<file path="config.mk">
export PLATFORM = sky130hd
export DESIGN_NAME = ext_irq_unit
export DESIGN_NICKNAME = d
export VERILOG_FILES = /design/src/rtl/ext_irq_pkg.sv /design/src/rtl/irq_rst_sync.sv /design/src/rtl/irq_pin_sync.sv /design/src/rtl/irq_flag_cell.sv /design/src/rtl/irq_arbiter.sv /design/src/rtl/ext_irq_unit.sv
export SDC_FILE = /design/constraint.sdc
export NUM_CORES = 1
export LEC_CHECK = 0
export BUFFER_PORTS_ARGS = -buffer_cell sky130_fd_sc_hd__buf_2
export CORE_ASPECT_RATIO = 0.8
export CORE_UTILIZATION = 30
export DETAILED_ROUTE_END_ITERATION = 8
export PLACE_DENSITY_LB_ADDON = 0.3
export SETUP_SLACK_MARGIN = 0.15
export SYNTH_ARGS = -nofsm -noshare
export SYNTH_HDL_FRONTEND = slang
export SYNTH_SLANG_ARGS = --single-unit
</file>
<file path="constraint.sdc">
create_clock -name clk -period 0.95 [get_ports clk]
set_input_delay 0.1425 -clock clk [delete_from_list [all_inputs] [get_ports clk]]
set_output_delay 0.1425 -clock clk [all_outputs]
set_load 0.005 [all_outputs]
</file>
<file path="src/rtl/ext_irq_pkg.sv">
package ext_irq_pkg;
  localparam int NSRC   = 2;
  localparam int VEC_W  = 16;
  localparam int REG_W  = 8;
  localparam int SEL_W  = (NSRC > 1) ? $clog2(NSRC) : 1;
  localparam int MASTER_BIT = 7;
  localparam int VEC_BASE   = 3;
  localparam int VEC_STRIDE = 16;

  function automatic int ctl_trig_bit(int i);
    return 2 * i;
  endfunction

  function automatic int ctl_flag_bit(int i);
    return 2 * i + 1;
  endfunction

  function automatic int en_bit(int i);
    return 2 * i;
  endfunction

  function automatic logic [VEC_W-1:0] vec_addr(int i);
    return VEC_W'(VEC_BASE + VEC_STRIDE * i);
  endfunction
endpackage

</file>
<file path="src/rtl/irq_rst_sync.sv">
module irq_rst_sync #(
  parameter int STAGES = 2
) (
  input  logic clk,
  input  logic rst_n,
  output logic rst_n_sync
);
  logic [STAGES-1:0] chain_q;

  always_ff @(posedge clk or negedge rst_n) begin
    if (!rst_n) chain_q <= '0;
    else        chain_q <= {chain_q[STAGES-2:0], 1'b1};
  end

  assign rst_n_sync = chain_q[STAGES-1];
endmodule

</file>
<file path="src/rtl/irq_pin_sync.sv">
module irq_pin_sync #(
  parameter int STAGES = 2
) (
  input  logic clk,
  input  logic rst_n,
  input  logic pin_n,
  output logic lvl
);
  logic [STAGES-1:0] chain_q;
  logic [STAGES-1:0] chain_d;

  always_comb chain_d = {chain_q[STAGES-2:0], pin_n};

  always_ff @(posedge clk or negedge rst_n) begin
    if (!rst_n) chain_q <= '1;
    else        chain_q <= chain_d;
  end

  assign lvl = chain_q[STAGES-1];
endmodule

</file>
<file path="src/rtl/irq_flag_cell.sv">
module irq_flag_cell (
  input  logic clk,
  input  logic rst_n,
  input  logic sync_lvl,
  input  logic trig_edge,
  input  logic sw_wr,
  input  logic sw_val,
  input  logic ack_clr,
  output logic flag,
  output logic prev_lvl
);
  logic prev_q, prev_d;
  logic flag_q, flag_d;
  logic hw_set;

  // falling edge against the last sample, or a plain low level
  always_comb hw_set = trig_edge ? (prev_q & ~sync_lvl) : ~sync_lvl;

  always_comb begin
    prev_d = sync_lvl;
    flag_d = flag_q;
    if (hw_set)       flag_d = 1'b1;
    else if (sw_wr)   flag_d = sw_val;
    else if (ack_clr) flag_d = 1'b0;
  end

  always_ff @(posedge clk or negedge rst_n) begin
    if (!rst_n) begin
      prev_q <= 1'b1;
      flag_q <= 1'b0;
    end else begin
      prev_q <= prev_d;
      flag_q <= flag_d;
    end
  end

  assign flag     = flag_q;
  assign prev_lvl = prev_q;
endmodule

</file>
<file path="src/rtl/irq_arbiter.sv">
module irq_arbiter
  import ext_irq_pkg::*;
(
  input  logic [NSRC-1:0]  flag,
  input  logic [NSRC-1:0]  en,
  input  logic             master,
  output logic             valid,
  output logic [SEL_W-1:0] sel,
  output logic [VEC_W-1:0] vector
);
  always_comb begin
    valid = 1'b0;
    sel   = '0;
    // descending scan so the lowest index is the last, winning, match
    for (int i = NSRC - 1; i >= 0; i--) begin
      if (flag[i] && en[i] && master) begin
        valid = 1'b1;
        sel   = SEL_W'(i);
      end
    end
    vector = vec_addr(int'(sel));
  end
endmodule

</file>
<file path="src/rtl/ext_irq_unit.sv">
module ext_irq_unit
  import ext_irq_pkg::*;
#(
  parameter int SYNC_STAGES = 2
) (
  input  logic             clk,
  input  logic             rst_n,
  input  logic [NSRC-1:0]  req_pin_n,
  input  logic             reg_wr,
  input  logic             reg_sel,
  input  logic [REG_W-1:0] reg_wdata,
  output logic [REG_W-1:0] reg_rdata,
  input  logic             ack,
  output logic             irq_valid,
  output logic [VEC_W-1:0] irq_vector
);
  logic              rst_q;
  logic              ctrl_wr, en_wr;
  logic [NSRC-1:0]   trig_q, trig_d;
  logic [NSRC-1:0]   en_q, en_d;
  logic              master_q, master_d;
  logic [NSRC-1:0]   sync_s, prev_s, flag, ack_clr;
  logic [SEL_W-1:0]  sel;
  logic              unused_bits;

  irq_rst_sync #(.STAGES(2)) u_rst (
    .clk(clk), .rst_n(rst_n), .rst_n_sync(rst_q)
  );

  assign ctrl_wr     = reg_wr & ~reg_sel;
  assign en_wr       = reg_wr &  reg_sel;
  assign unused_bits = ^reg_wdata;

  always_comb begin
    trig_d   = trig_q;
    en_d     = en_q;
    master_d = master_q;
    for (int i = 0; i < NSRC; i++) begin
      if (ctrl_wr) trig_d[i] = reg_wdata[ctl_trig_bit(i)];
      if (en_wr)   en_d[i]   = reg_wdata[en_bit(i)];
    end
    if (en_wr) master_d = reg_wdata[MASTER_BIT];
  end

  always_ff @(posedge clk or negedge rst_q) begin
    if (!rst_q) begin
      trig_q   <= '0;
      en_q     <= '0;
      master_q <= 1'b0;
    end else begin
      trig_q   <= trig_d;
      en_q     <= en_d;
      master_q <= master_d;
    end
  end

  for (genvar g = 0; g < NSRC; g++) begin : g_src
    irq_pin_sync #(.STAGES(SYNC_STAGES)) u_sync (
      .clk(clk), .rst_n(rst_q), .pin_n(req_pin_n[g]), .lvl(sync_s[g])
    );
    assign ack_clr[g] = ack & irq_valid & (sel == SEL_W'(g));
    irq_flag_cell u_flag (
      .clk(clk), .rst_n(rst_q), .sync_lvl(sync_s[g]), .trig_edge(trig_q[g]),
      .sw_wr(ctrl_wr), .sw_val(reg_wdata[ctl_flag_bit(g)]),
      .ack_clr(ack_clr[g]), .flag(flag[g]), .prev_lvl(prev_s[g])
    );
  end

  irq_arbiter u_arb (
    .flag(flag), .en(en_q), .master(master_q),
    .valid(irq_valid), .sel(sel), .vector(irq_vector)
  );

  always_comb begin
    reg_rdata = '0;
    for (int i = 0; i < NSRC; i++) begin
      if (!reg_sel) begin
        reg_rdata[ctl_trig_bit(i)] = trig_q[i];
        reg_rdata[ctl_flag_bit(i)] = flag[i];
      end else begin
        reg_rdata[en_bit(i)] = en_q[i];
      end
    end
    if (reg_sel) reg_rdata[MASTER_BIT] = master_q;
  end
endmodule

</file>
==> impl_metrics.csv <==
group,metric,value,unit
power,max-vdd-ir-drop,0.000743,V
final_layout,antennaDiodeCount,0,
final_layout,post_route_cell_area,940,um^2
critical_path,worstSetupStartpoint,"en_q[1]$_DFFE_PN0P_",
die,die_ar,0.00267,mm^2
die,die_width,57.5,um
final_layout,commonest_non_fill_non_tap_cells_in_the_layout,"19 x conb_1, 14 x buf_2, 9 x dfrtp_1",
drt,route.detailed.vias_per_inst,4.02,
clocking,cts-buffers-inserted,3,
drt,drt_pre_antenna_iters,6,
final_layout,drive_gt1_share,50.5,%
drt,post-route-drc-count,6,
drt,avg_wl_per_cell,9.41,um
clocking,tritoncts_num_sinks,15,
timing,setup_viol_count_final,10,
timing,final.setup.tns,-1870,ps
yosys,largest_family_of_logic_cells_by_synthesized_area,"buffers and inverters",
timing,worst_slack,-292,ps
clocking,clk_path_buf_depth,2,
yosys,synth_compound_area_share,5.08,%
yosys,synth_xor_area_share,0,%
min_path,hp-class,"input pin to flip-flop",
yosys,synth-adder-area-share,0,%
final_layout,final_common_cell,"conb_1",
run_status,failed_checks,"DRC, setup timing",
placement,routabilityCongestion,0.725,
final_layout,fillCellCount,220,
final_layout,area_delta_synth_final,27.1,%
timing,setup_repair_after_global_routing_missed_its_margin,"yes",
timing,fmax,805,MHz
global_route,grt_overflow,0,
final_layout,multi_input_comb_area,294,um^2
critical_path,r2r_cells,4,
critical_path,worst_r2r_startpoint,"master_q$_DFFE_PN0P_",
critical_path,critical_path_arrival,1100,ps
timing,timing.final.crit_share,131,%
drt,iteration_0_drc_markers,8,
power,leakage,0.476,nW
yosys,syn-cell-area,739,um^2
drt,drt.antenna.violating_nets,0,
critical_path,critPathLaunchType,"flip-flop",
critical_path,r2r_end,"g_src[1].u_flag.flag$_DFFE_PN0P_",
global_route,first_global_vias,390,
final_layout,final-seq-area,383,um^2
critical_path,ff2ff_setup_slack,-140,ps
die,floorplan.io_pins,40,
die,core_area,0.00223,mm^2
clocking,worst_setup_hold_path_clk_slew,90,ps
timing,clock_skew,7.31,ps
placement,buffer_ports.inserted,18,
placement,placement.cell_area,797,um^2
global_route,initial_antenna_violation_count,0,
drt,vias,466,
yosys,synth_largest_area_cell,"dfrtp_1",
critical_path,worstPathRequired,810,ps
drt,routed_wire_length,1090,um
critical_path,criticalPathCategory,"flip-flop to output port",
yosys,netlist.area_leader.share,30.5,%
timing,timing.final.hold_violations,0,
clocking,clk-insertion-delay-late,280,ps
yosys,ys_seq_area_share,51.8,%
yosys,ys_top_cells_by_area,"dfrtp_1 30%, dfstp_2 21%, buf_4 19%",
run_status,status,"complete, but fails checks",
critical_path,crit_path_end,"reg_rdata[2]",
clocking,root_buffer_cell,"clkbuf_4",
clocking,htree_num_levels,1,
critical_path,setup.worst_path.end_class,"output port",
critical_path,cp_cell_instances,"mux2_4 > buf_6",
yosys,synth.ff_latch_count,15,
final_layout,nNetsFinal,107,
die,chipHeight,46.4,um
yosys,yosysWarningCount,0,
global_route,grt_usage,9.11,%
yosys,post_synth_num_cell_types,17,
yosys,synthMuxAreaShare,10.7,%
die,initial_utilization,33.1,%
critical_path,crit_path_max_fanout,5,
critical_path,slowest_delay,430,ps
power,power.density_cell_area,1550,mW/mm^2
yosys,yosys.area_share.simple,11.2,%
die,std_cell_rows,15,
global_route,first_pass_grt_wire_length,1700,um
placement,place_hpwl,833,um
job,max_cap_viol_count,0,
timing,final_critical_path_time_including_i_o_delays_and_setup,1240,ps
power,power,1.46,mW
timing,report.final.slew_viol_count,0,
yosys,postSynthAreaPerCell,11.9,um^2
yosys,count_of_mapped_cells_out_of_synthesis,62,
global_route,grt_max_degree,9,
critical_path,crit_path_top_delay_cell,"dfrtp_1",
clocking,tritoncts_clock_tree,"done",
[power by group]
group          internal, mW  switching [mW]  total [mW]
registers             0.709          0.0457       0.755
clock network         0.163           0.189       0.352
logic                 0.221           0.127       0.348
total                  1.09           0.362        1.46
[how the worst min path moves through the flow]
| stage | from | cells after the start | slack (ps) | endpoint |
|---|---|---|---|---|
| 6_report | reg_wdata[3] | 2 | 90 | g_src[1].u_flag.flag$_DFFE_PN0P_ |
| 5_1_grt | reg_wdata[1] | 2 | 70 | g_src[0].u_flag.flag$_DFFE_PN0P_ |
| 4_1_cts | reg_wdata[3] | 2 | 80 | g_src[1].u_flag.flag$_DFFE_PN0P_ |
| 3_5_place_dp | rst_n | 1 | -70 | u_rst.chain_q[1]$_DFF_PN0_ |
| 3_3_place_gp | rst_n | 1 | -70 | u_rst.chain_q[0]$_DFF_PN0_ |
| 2_1_floorplan | rst_n | 0 | -150 | u_rst.chain_q[0]$_DFF_PN0_ |
[cells in the mapped netlist]
cell type / instances
a21boi_0: 1
dfstp_2: 6
nand3_1: 1
nor2b_1: 2
nand4_1: 1
nor2b_4: 1
dfrtp_1: 9
a21oi_1: 2
nand2_1: 3
a221o_1: 2
and2_2: 1
mux2_2: 7
and2b_2: 2
and4_1: 1
inv_1: 2
buf_4: 19
conb_1: 2
[cell families (layout without fill, tap and decap cells)]
logic type | after synthesis | count (layout)
AOI/OAI and AO/OA | 5 | 5
buffers and inverters | 21 | 33
DFF | 15 | 15
muxes | 7 | 7
other | 2 | 19
and+or+nand+nor | 12 | 12
[registers in the layout, indices dropped and copies added, names as in the netlist]
| register | count |
|---|---|
| g_src.u_sync.chain_q | 4 |
| g_src.u_flag.prev_lvl | 2 |
| trig_q | 2 |
| u_rst.chain_q | 2 |
| g_src.u_flag.flag | 2 |
| en_q | 2 |
| master_q | 1 |
[critical path, delay by kind of cell (launching register included)]
| family | cells | cell delay, ps |
|---|---|---|
| buf+inv | 1 | 110 |
| mux | 1 | 280 |
| flops | 1 | 430 |
[layer usage]
metal	GRT usage [%]	part of all wire, %	up-vias	wire [um]
met1	10.8	47	214	514
li1	-	-	226	-
met3	4.78	8.9	0	97
met5	0	0	-	0
met4	4.39	0	0	0
met2	13.7	44	26	480
[what timing repair did]
item,4_1_cts,5_1_grt
buffers inserted,1,3
resized for setup,7,7
endpoints found under the hold margin,4,0
pin swaps,1,1
hold buffers,3,0
setup endpoints to repair,10,12
[metrics by stage]
stage	hold slack [ps]	worst slack, ps	utilization [%]	std cells
floorplan	-153	5.24	-	79
global route	65.7	-343	42.1	116
CTS	78.5	-307	39.9	113
detailed placement	-71.1	-71.8	35.7	105
finish	90.4	-292	42.1	116
global placement	-72.6	-56.3	35.7	105
[cell type report]
type / instances / share of cell area [%]
clock buffers: 4 / 2.80
inverters: 2 / 0.799
multi-input cells: 43 / 31.3
flip-flops and latches: 15 / 40.7
well taps: 25 / 3.33
repair buffers: 27 / 21.0
No activity file was read; power rests on OpenSTA's default activity.
